$ cat config.mk
export PLATFORM = sky130hd
export DESIGN_NAME = aclk_ratio_div
export DESIGN_NICKNAME = d
export VERILOG_FILES = /design/src/rtl/acd_pkg.sv /design/src/rtl/acd_cfg_decode.sv /design/src/rtl/acd_frame_ctrl.sv /design/src/rtl/acd_bit_gen.sv /design/src/rtl/aclk_ratio_div.sv
export SDC_FILE = /design/constraint.sdc
export NUM_CORES = 1
export LEC_CHECK = 0
export ABC_CLOCK_PERIOD_IN_PS = 3040
export BUFFER_PORTS_ARGS = -buffer_cell sky130_fd_sc_hd__buf_2
export CORE_UTILIZATION = 38
export DETAILED_ROUTE_END_ITERATION = 8
export MAX_ROUTING_LAYER = met4
export SYNTH_ARGS = -nofsm -noshare
export SYNTH_HDL_FRONTEND = slang
export SYNTH_SLANG_ARGS = --single-unit
$ cat constraint.sdc
create_clock -name clk_i -period 3.04 [get_ports clk_i]
set_input_delay 0.152 -clock clk_i [delete_from_list [all_inputs] [get_ports clk_i]]
set_output_delay 0.152 -clock clk_i [all_outputs]
set_load 0.05 [all_outputs]
$ cat src/rtl/acd_pkg.sv
package acd_pkg;

  typedef enum logic [1:0] {
    RATE_X1  = 2'd0,
    RATE_X2  = 2'd1,
    RATE_X4  = 2'd2,
    RATE_BAD = 2'd3
  } rate_e;

  typedef struct packed {
    logic [1:0] mcs;
    logic [1:0] rate;
    logic       direct;
    logic       bclk_gen;
    logic       port_master;
  } cfg_t;

  function automatic int unsigned max4(int unsigned a, int unsigned b,
                                       int unsigned c, int unsigned d);
    int unsigned m;
    m = a;
    if (b > m) m = b;
    if (c > m) m = c;
    if (d > m) m = d;
    return m;
  endfunction

  function automatic logic cfg_ok(cfg_t c, logic [1:0] direct_mcs);
    return (c.rate != RATE_BAD) && !(c.direct && (c.mcs != direct_mcs));
  endfunction

endpackage

$ cat src/rtl/acd_cfg_decode.sv
module acd_cfg_decode
  import acd_pkg::*;
#(
  parameter int unsigned RATIO_0 = 256,
  parameter int unsigned RATIO_1 = 384,
  parameter int unsigned RATIO_2 = 512,
  parameter int unsigned RATIO_3 = 768,
  parameter int unsigned CNT_W   = 10
) (
  input  cfg_t             cfg_i,
  output logic [CNT_W-1:0] ratio_o,
  output logic [CNT_W-1:0] half_o,
  output logic             bclk_en_o,
  output logic             direct_o
);

  logic [CNT_W-1:0] base;

  always_comb begin
    case (cfg_i.mcs)
      2'd0:    base = CNT_W'(RATIO_0);
      2'd1:    base = CNT_W'(RATIO_1);
      2'd2:    base = CNT_W'(RATIO_2);
      default: base = CNT_W'(RATIO_3);
    endcase
  end

  // master clock is fixed: higher rate families divide the base ratio
  always_comb begin
    case (cfg_i.rate)
      RATE_X1: ratio_o = base;
      RATE_X2: ratio_o = base >> 1;
      RATE_X4: ratio_o = base >> 2;
      default: ratio_o = '0;
    endcase
  end

  assign half_o    = ratio_o >> 1;
  assign bclk_en_o = cfg_i.bclk_gen && !cfg_i.port_master;
  assign direct_o  = cfg_i.direct;

endmodule

$ cat src/rtl/acd_frame_ctrl.sv
module acd_frame_ctrl
  import acd_pkg::*;
#(
  parameter int unsigned CNT_W      = 10,
  parameter logic [1:0]  DIRECT_MCS = 2'd2
) (
  input  logic             clk_i,
  input  logic             rst_ni,
  input  cfg_t             cfg_i,
  input  logic [CNT_W-1:0] act_ratio_i,
  input  logic [CNT_W-1:0] act_half_i,
  output cfg_t             act_cfg_o,
  output logic             run_o,
  output logic             wrap_o,
  output logic             frame_stb_o,
  output logic             lrclk_o,
  output logic             err_o
);

  logic [CNT_W-1:0] cnt_q;
  logic             run_q;
  logic             err_q;
  cfg_t             act_q;
  logic             wrap;
  logic             load;
  logic             new_ok;

  assign new_ok = cfg_ok(cfg_i, DIRECT_MCS);
  assign wrap   = run_q && (cnt_q == act_ratio_i - CNT_W'(1));
  // settings are only taken while idle or at the last cycle of a frame
  assign load   = !run_q || wrap;

  always_ff @(posedge clk_i or negedge rst_ni) begin
    if (!rst_ni) begin
      cnt_q <= '0;
      run_q <= 1'b0;
      err_q <= 1'b0;
      act_q <= '0;
    end else if (load) begin
      cnt_q <= '0;
      run_q <= new_ok;
      err_q <= !new_ok;
      act_q <= cfg_i;
    end else begin
      cnt_q <= cnt_q + CNT_W'(1);
    end
  end

  assign act_cfg_o   = act_q;
  assign run_o       = run_q;
  assign wrap_o      = wrap;
  assign frame_stb_o = run_q && (cnt_q == '0);
  assign lrclk_o     = run_q && (cnt_q < act_half_i);
  assign err_o       = err_q;

  assert_cnt_range_R1: assert property (@(posedge clk_i) disable iff (!rst_ni)
    run_q |-> (cnt_q < act_ratio_i));

  assert_lrclk_fall_R2: assert property (@(posedge clk_i) disable iff (!rst_ni)
    $fell(lrclk_o) |-> (run_q && cnt_q == act_half_i));

  assert_cfg_hold_R5: assert property (@(posedge clk_i) disable iff (!rst_ni)
    (run_q && !wrap) |=> $stable(act_q));

endmodule

$ cat src/rtl/acd_bit_gen.sv
module acd_bit_gen #(
  parameter int unsigned CNT_W          = 10,
  parameter int unsigned BITS_PER_FRAME = 64
) (
  input  logic             clk_i,
  input  logic             rst_ni,
  input  logic             run_i,
  input  logic             wrap_i,
  input  logic             en_i,
  input  logic [CNT_W-1:0] ratio_i,
  output logic             bit_stb_o
);

  localparam logic [CNT_W:0] STEP = (CNT_W+1)'(BITS_PER_FRAME);

  logic [CNT_W-1:0] acc_q;
  logic [CNT_W:0]   sum;
  logic [CNT_W:0]   ratio_x;
  logic [CNT_W:0]   acc_d;

  // acc holds (cycle * BITS) mod ratio; a bit starts when it wraps below BITS
  assign sum     = {1'b0, acc_q} + STEP;
  assign ratio_x = {1'b0, ratio_i};
  assign acc_d   = (sum >= ratio_x) ? (sum - ratio_x) : sum;

  always_ff @(posedge clk_i or negedge rst_ni) begin
    if (!rst_ni)               acc_q <= '0;
    else if (!run_i || wrap_i) acc_q <= '0;
    else                       acc_q <= acc_d[CNT_W-1:0];
  end

  assign bit_stb_o = run_i && en_i && ({1'b0, acc_q} < STEP);

  assert_acc_range_R3: assert property (@(posedge clk_i) disable iff (!rst_ni)
    run_i |-> (acc_q < ratio_i));

  assert_bit_first_R3: assert property (@(posedge clk_i) disable iff (!rst_ni)
    ($past(wrap_i) && run_i && en_i) |-> bit_stb_o);

endmodule

$ cat src/rtl/aclk_ratio_div.sv
module aclk_ratio_div
  import acd_pkg::*;
#(
  parameter int unsigned RATIO_0        = 256,
  parameter int unsigned RATIO_1        = 384,
  parameter int unsigned RATIO_2        = 512,
  parameter int unsigned RATIO_3        = 768,
  parameter logic [1:0]  DIRECT_MCS     = 2'd2,
  parameter int unsigned BITS_PER_FRAME = 64
) (
  input  logic       clk_i,
  input  logic       rst_ni,
  input  logic [1:0] mcs_i,
  input  logic [1:0] rate_i,
  input  logic       clk_sel_i,
  input  logic       bclk_gen_i,
  input  logic       port_master_i,
  output logic       lrclk_o,
  output logic       frame_stb_o,
  output logic       bclk_stb_o,
  output logic       core_en_o,
  output logic       err_o
);

  localparam int unsigned MAX_BASE = max4(RATIO_0, RATIO_1, RATIO_2, RATIO_3);
  localparam int unsigned CNT_W    = $clog2(MAX_BASE + 1);

  cfg_t             raw_cfg;
  cfg_t             act_cfg;
  logic [CNT_W-1:0] act_ratio;
  logic [CNT_W-1:0] act_half;
  logic             act_bclk_en;
  logic             act_direct;
  logic             run;
  logic             wrap;

  assign raw_cfg = '{mcs: mcs_i, rate: rate_i, direct: clk_sel_i,
                     bclk_gen: bclk_gen_i, port_master: port_master_i};

  acd_cfg_decode #(
    .RATIO_0 (RATIO_0),
    .RATIO_1 (RATIO_1),
    .RATIO_2 (RATIO_2),
    .RATIO_3 (RATIO_3),
    .CNT_W   (CNT_W)
  ) u_decode (
    .cfg_i     (act_cfg),
    .ratio_o   (act_ratio),
    .half_o    (act_half),
    .bclk_en_o (act_bclk_en),
    .direct_o  (act_direct)
  );

  acd_frame_ctrl #(
    .CNT_W      (CNT_W),
    .DIRECT_MCS (DIRECT_MCS)
  ) u_frame (
    .clk_i       (clk_i),
    .rst_ni      (rst_ni),
    .cfg_i       (raw_cfg),
    .act_ratio_i (act_ratio),
    .act_half_i  (act_half),
    .act_cfg_o   (act_cfg),
    .run_o       (run),
    .wrap_o      (wrap),
    .frame_stb_o (frame_stb_o),
    .lrclk_o     (lrclk_o),
    .err_o       (err_o)
  );

  acd_bit_gen #(
    .CNT_W          (CNT_W),
    .BITS_PER_FRAME (BITS_PER_FRAME)
  ) u_bits (
    .clk_i     (clk_i),
    .rst_ni    (rst_ni),
    .run_i     (run),
    .wrap_i    (wrap),
    .en_i      (act_bclk_en),
    .ratio_i   (act_ratio),
    .bit_stb_o (bclk_stb_o)
  );

  assign core_en_o = run && act_direct;

  assert_err_quiet_R6: assert property (@(posedge clk_i) disable iff (!rst_ni)
    err_o |-> (!lrclk_o && !frame_stb_o && !bclk_stb_o && !core_en_o));

  assert_core_valid_R7: assert property (@(posedge clk_i) disable iff (!rst_ni)
    core_en_o |-> (!err_o && act_cfg.mcs == DIRECT_MCS));

endmodule

After elaboration in Yosys (flattened, before gate mapping)

Index checks and enable logic that the tools add are counted.

Register bits after elaboration: 29

Add/subtract/negate cells: 4
$lt $le $gt $ge: 3
Eq/ne operators: 7
Muxes and demuxes: 5
Reduce and logical (&&, ||, !) cells: 17

Operator list:

| kind                    | count |
|---|---|
| $pmux W10 S3            | 2 |
| $mux W10                | 3 |
| $add A10 B7 Y11 const B | 1 |
| $ge A11 B10 Y1          | 1 |
| $add A10 B1 Y10 const B | 1 |
| $eq A10 B10 Y1          | 1 |
| $logic_not A10 Y1       | 1 |
| $lt A10 B7 Y1 const B   | 1 |
| $lt A10 B9 Y1           | 1 |
| $sub A10 B1 Y10 const B | 1 |
| $sub A10 B10 Y10        | 1 |
| $logic_and A1 B1 Y1     | 9 |
| $eq A2 B1 Y1 const B    | 2 |
| $eq A2 B2 Y1 const B    | 2 |
| $logic_not A1 Y1        | 4 |
| $logic_not A2 Y1        | 2 |
| $ne A2 B2 Y1 const B    | 2 |
| $logic_or A1 B1 Y1      | 1 |

Logic depth before layout (Yosys ltp)

Word-level depth: 8
Gate-level depth with buffers: 12
Mapped depth without buffers: 10

Modules after synthesis

From an unflattened synthesis, not the netlist that was laid out.

Cell total of the unflattened synthesis: 297
Area total of the unflattened synthesis: 2646.3 um^2

By module, submodules not included:

| module         | instances | cells each | area each (um^2) |
|---|---|---|---|
| acd_frame_ctrl | 1         | 149        | 1387.6 |
| acd_bit_gen    | 1         | 118        | 1046.0 |
| acd_cfg_decode | 1         | 29         | 206.4 |
| aclk_ratio_div | 1         | 1          | 6.3 |

Least setup slack after synthesis

No wires, ideal clock.

Path type: flip-flop to flip-flop
Start point: register u_frame.act_q, in the netlist u_frame.act_cfg_o[5]
End point: register u_frame.act_q, in the netlist u_frame.act_cfg_o[0]
Library setup time: 0.125 ns
Arrival time: 2.470 ns
Required time: 2.915 ns
Slack: 0.445 ns
Cell stages (with the launch flop): 12
Cell sequence: dfrtp_1 buf_6 nand2b_1 nand2_1 o21a_1 ha_1 nor2b_1 o22ai_2 xor2_2 o41ai_4 buf_6 mux2_4

Cells in the longest elaborated chain, start to end: 7

RTL lines:

| what                                       | line                 | text |
|---|---|---|
| start, declared                            | acd_frame_ctrl.sv:23 | `cfg_t act_q;` |
| start signal, assigned                     | acd_frame_ctrl.sv:43 | `act_q <= cfg_i;` |
| $eq A2 B2 Y1, or another cell as far along | acd_cfg_decode.sv:20 | `case (cfg_i.mcs)` |
| $pmux W10 S3 *                             | acd_cfg_decode.sv:20 |  |
| $pmux W10 S3 *                             | acd_cfg_decode.sv:30 | `case (cfg_i.rate)` |
| $sub A10 B1 Y10 *                          | acd_frame_ctrl.sv:29 | `assign wrap = run_q && (cnt_q == act_ratio_i - CNT_W'(1));` |
| $eq A10 B10 Y1 *                           | acd_frame_ctrl.sv:29 |  |
| $logic_and A1 B1 Y1 *                      | acd_frame_ctrl.sv:29 |  |
| $logic_or A1 B1 Y1 *                       | acd_frame_ctrl.sv:31 | `assign load = !run_q \|\| wrap;` |

Mark *: on every way between the ends. The rest lies on a longest branch, timed or not.
A chain may end at the register's enable or synchronous reset.

Worst setup path in the final report

Start point: register u_frame.act_q, in the netlist u_frame.act_cfg_o[5]
End point: register u_frame.act_q, in the netlist u_frame.act_cfg_o[2]

Same word-level chain as after synthesis.

==> results_dict.tcl <==
set metrics [dict create \
    outcome "finished, violations left" \
    violations "design-rule violations" \
    cap_violations 0 \
    nets 225 \
    groute.usage.overall_pct 16.98 \
    numPortBuffers 13 \
    report.power.total_mw 0.5561 \
    dp_hpwl_microns 2811 \
    vdd_drop_max_mv 0.2172 \
    rr_endpoint "u_frame.act_cfg_o[2]$_DFFE_PN0P_" \
    cp_slowest_cell "dfrtp_1" \
    drc 2 \
    rr_worst_depth 10 \
    p_switching_mw 0.1158 \
    core_sq_um 4444 \
    min_from "bclk_gen_i" \
    syn_area_sq_um 1783 \
    drive_gt1_share_pct 19.50 \
    grt_pass1_vias 1299 \
    p_seq_share_pct 57.3 \
    worstMarginPinSlew_ps 565.9 \
    worstReg2RegStart "u_frame.act_cfg_o[5]$_DFFE_PN0P_" \
    intPower_mw 0.4403 \
    fin_crit_sh_pct 92.36 \
    viasPerCell 5.377 \
    yosysWarnings 0 \
    worstSkewPairLatency_ps 270 \
    grt_antenna_before_repair 0 \
    p_comb_share_pct 2.9 \
    cts_buffers 3 \
    die_h_microns 70.50 \
    max_slew_margin_pct 62.27 \
    initial_utilization_pct 40.12 \
    postSynthAreaPerCell_sq_um 9.743 \
    pwr-share-clk_pct 39.8 \
    clk_pin_slew_ps 90 \
    yosysSeqAreaShare_pct 33.68 \
    grt_pass1_wl_microns 6306 \
    worstSetupStartpoint "u_frame.act_cfg_o[5]$_DFFE_PN0P_" \
    dr.pass1.iters 6 \
    cp-start-kind "flip-flop" \
    hold_path.class "in2reg" \
    crit_required_ps 3200 \
    cts_tree "built" \
    ys_seq_elements 24 \
    cts_sinks 24 \
    num_rows 24 \
    syn_inst 183 \
    root_buffer "clkbuf_8" \
    netSwitchingFraction_pct 20.82 \
    finalWirelength_microns 3641 \
    setup_viol 0 \
    finalCoreUtilization_pct 44.06 \
    reg2reg_slack_ps 230 \
    slew_viol_final 0 \
    endpoint "u_frame.act_cfg_o[2]$_DFFE_PN0P_" \
    vias 1355 \
    holdWs_ps 115.4 \
    grt.overflow.total 0 \
    setup.worst_path.end_class "flip-flop" \
    ioPinCount 14 \
    wl_per_cell_microns 14.45 \
    report.final.hold_viol_count 0 \
    power_density_nw_per_um2 284.0 \
    place_ws_ps 287.1 \
    drtAntennaViolNets 0 \
    synth_cell_types 47 \
    area_delta_synth_final_pct 9.825 \
    gp_congestion 0.8363 \
    slowest_delay_ps 580 \
    rsz0062_at_grt "false" \
    post-cts-setup-buffers 0 \
    period_needed_ps 2808 \
    die-area_sq_um 4970 \
    clk_path_buf_depth 2 \
    clock.fmax_ghz 0.3562 \
    finClkSkew_ps 2.639 \
    power.leakage_nw 0.9203 \
    tns_ps 0 \
    n_antenna_cell 0 \
    path_max_fanout 11 \
    crit_arrival_ps 2970 \
    syn_nets 207 \
    htreeDepth 1 \
    path_cells "nand2b_1, nand2_1, o21a_1, ha_1, xnor2_1, a2111o_1, o211ai_1, o41ai_4, buf_4, mux2_2" \
    die_x_microns 70.50 \
    drtIter0Drc 77 \
    fin_ws_ps 232.2 \
    grt_max_degree 25 \
    setup.worst_path.class "reg2reg" \
]
[area by class of cell]
cell class / count / area (sq um)
fill: 455 / 2486
multi-input combinational: 141 / 1076
sequential: 24 / 600.6
timing repair buffer: 20 / 120.1
tap: 52 / 65.06
clock buffer: 4 / 55.05
inverter: 11 / 41.29
[logic make-up (layout without fill, tap and decap cells)]
group | count (synthesis) | in the layout | synth area share, %
buffers and inverters | 18 | 35 | 5.964
muxes | 8 | 8 | 5.684
adders and majority gates | 15 | 15 | 10.95
DFF | 24 | 24 | 33.68
xor gates and xnor gates | 16 | 16 | 8.281
and+or+nand+nor | 70 | 70 | 21.47
AOI/OAI and AO/OA | 32 | 32 | 13.96
[cells in the mapped netlist (all sizes together)]
cell	instances	area (sq um)
a211oi	3	22.52
a31oi	2	12.51
o21ai	5	25.02
buf	7	65.05
nand2b	6	37.54
and3	3	18.77
dfrtp	24	600.6
fa	1	20.02
o22ai	2	18.77
or3b	1	11.26
and2	2	12.51
inv	11	41.29
or2	1	6.260
a21o	2	15.01
a21oi	4	20.02
o41ai	1	27.53
ha	14	175.2
nand3	11	55.05
a22o	1	8.760
a211o	1	8.760
o211ai	2	15.01
o21ba	1	10.01
and2b	1	7.510
nand2	8	30.03
nand4bb	1	16.27
nor2	17	63.81
nor4b	1	8.760
o21a	6	45.04
o2111ai	1	8.760
nor3	5	25.02
and3b	1	8.760
or4b	1	10.01
or4	1	7.510
xnor2	11	96.34
nand4	3	18.77
xor2	5	51.30
mux2	8	101.3
nor3b	1	7.510
a2111o	1	11.26
nor2b	5	31.28
or3	1	6.260
[what timing repair did]
action	CTS	global route
gates resized for setup	0	0
hold buffers	1	0
hold endpoints to repair	24	0
[power by group through the flow]
stage / combinational (mW) / clock, mW / sequential, mW
final: 0.0160 / 0.221 / 0.319
after global routing: 0.0186 / 0.241 / 0.319
after CTS: 0.0167 / 0.230 / 0.319
after detailed placement: 0.0155 / 0 / 0.325
after global placement: 0.0155 / 0 / 0.325
after floorplan: 0.00178 / 0 / 0.325
[flip-flops by register name (all words and copies together) (netlist names)]
name and flops:
u_frame.cnt_q 10, u_frame.act_cfg_o 7, u_bits.acc_q 5, u_frame.err_o 1
u_frame.run_o 1
[metal layers]
layer | up-vias | global-route usage [%] | share of wire (%)
li1 | 677 | - | -
met1 | 658 | 23.50 | 53
met2 | 18 | 26.11 | 44
met3 | 2 | 3.030 | 2.4
met4 | 0 | 3.401 | 0.47
met5 | - | - | 0
[worst max-delay path: cells and delay by family (launching register included)]
| family | cells | cell delay (ps) |
|---|---|---|
| XOR/XNOR | 1 | 300 |
| multiplexers | 1 | 350 |
| adder cells (fa/ha/maj) | 1 | 230 |
| AO/OA/AOI/OAI | 4 | 670 |
| AND/OR/NAND/NOR | 2 | 310 |
| buffers and inverters | 1 | 240 |
| flip-flops | 1 | 580 |
[cell usage in the layout (no fill, tap or decap), types with 6 or more instances in the layout]
cell / netlist / layout
nand3_1: 11 / 11
o21a_1: 6 / 6
dfrtp_1: 24 / 24
xnor2_1: 11 / 11
buf_2: 1 / 13
ha_1: 14 / 14
nand2b_1: 6 / 6
nor2_1: 17 / 17
buf_4: 2 / 6
nand2_1: 8 / 8
inv_1: 10 / 10
[worst min-delay path by stage]
stage	cells past startpoint	to	slack, ps
floorplan	0	u_bits.acc_q[5]$_DFFE_PN0P_	-140
global placement	1	u_frame.cnt_q[1]$_DFF_PN0_	170
detailed placement	1	u_frame.cnt_q[1]$_DFF_PN0_	170
CTS	2	u_frame.act_cfg_o[0]$_DFFE_PN0P_	110
global route	2	u_frame.act_cfg_o[1]$_DFFE_PN0P_	110
finish	2	u_frame.act_cfg_o[1]$_DFFE_PN0P_	120
[metrics by stage]
step	instance area, sq um	instances
2_1_floorplan	1783	183
3_3_place_gp	1893	247
3_5_place_dp	1893	247
4_1_cts	1958	252
5_1_grt	1958	252
6_report	1958	252
No activity file was read; power rests on OpenSTA's default activity.
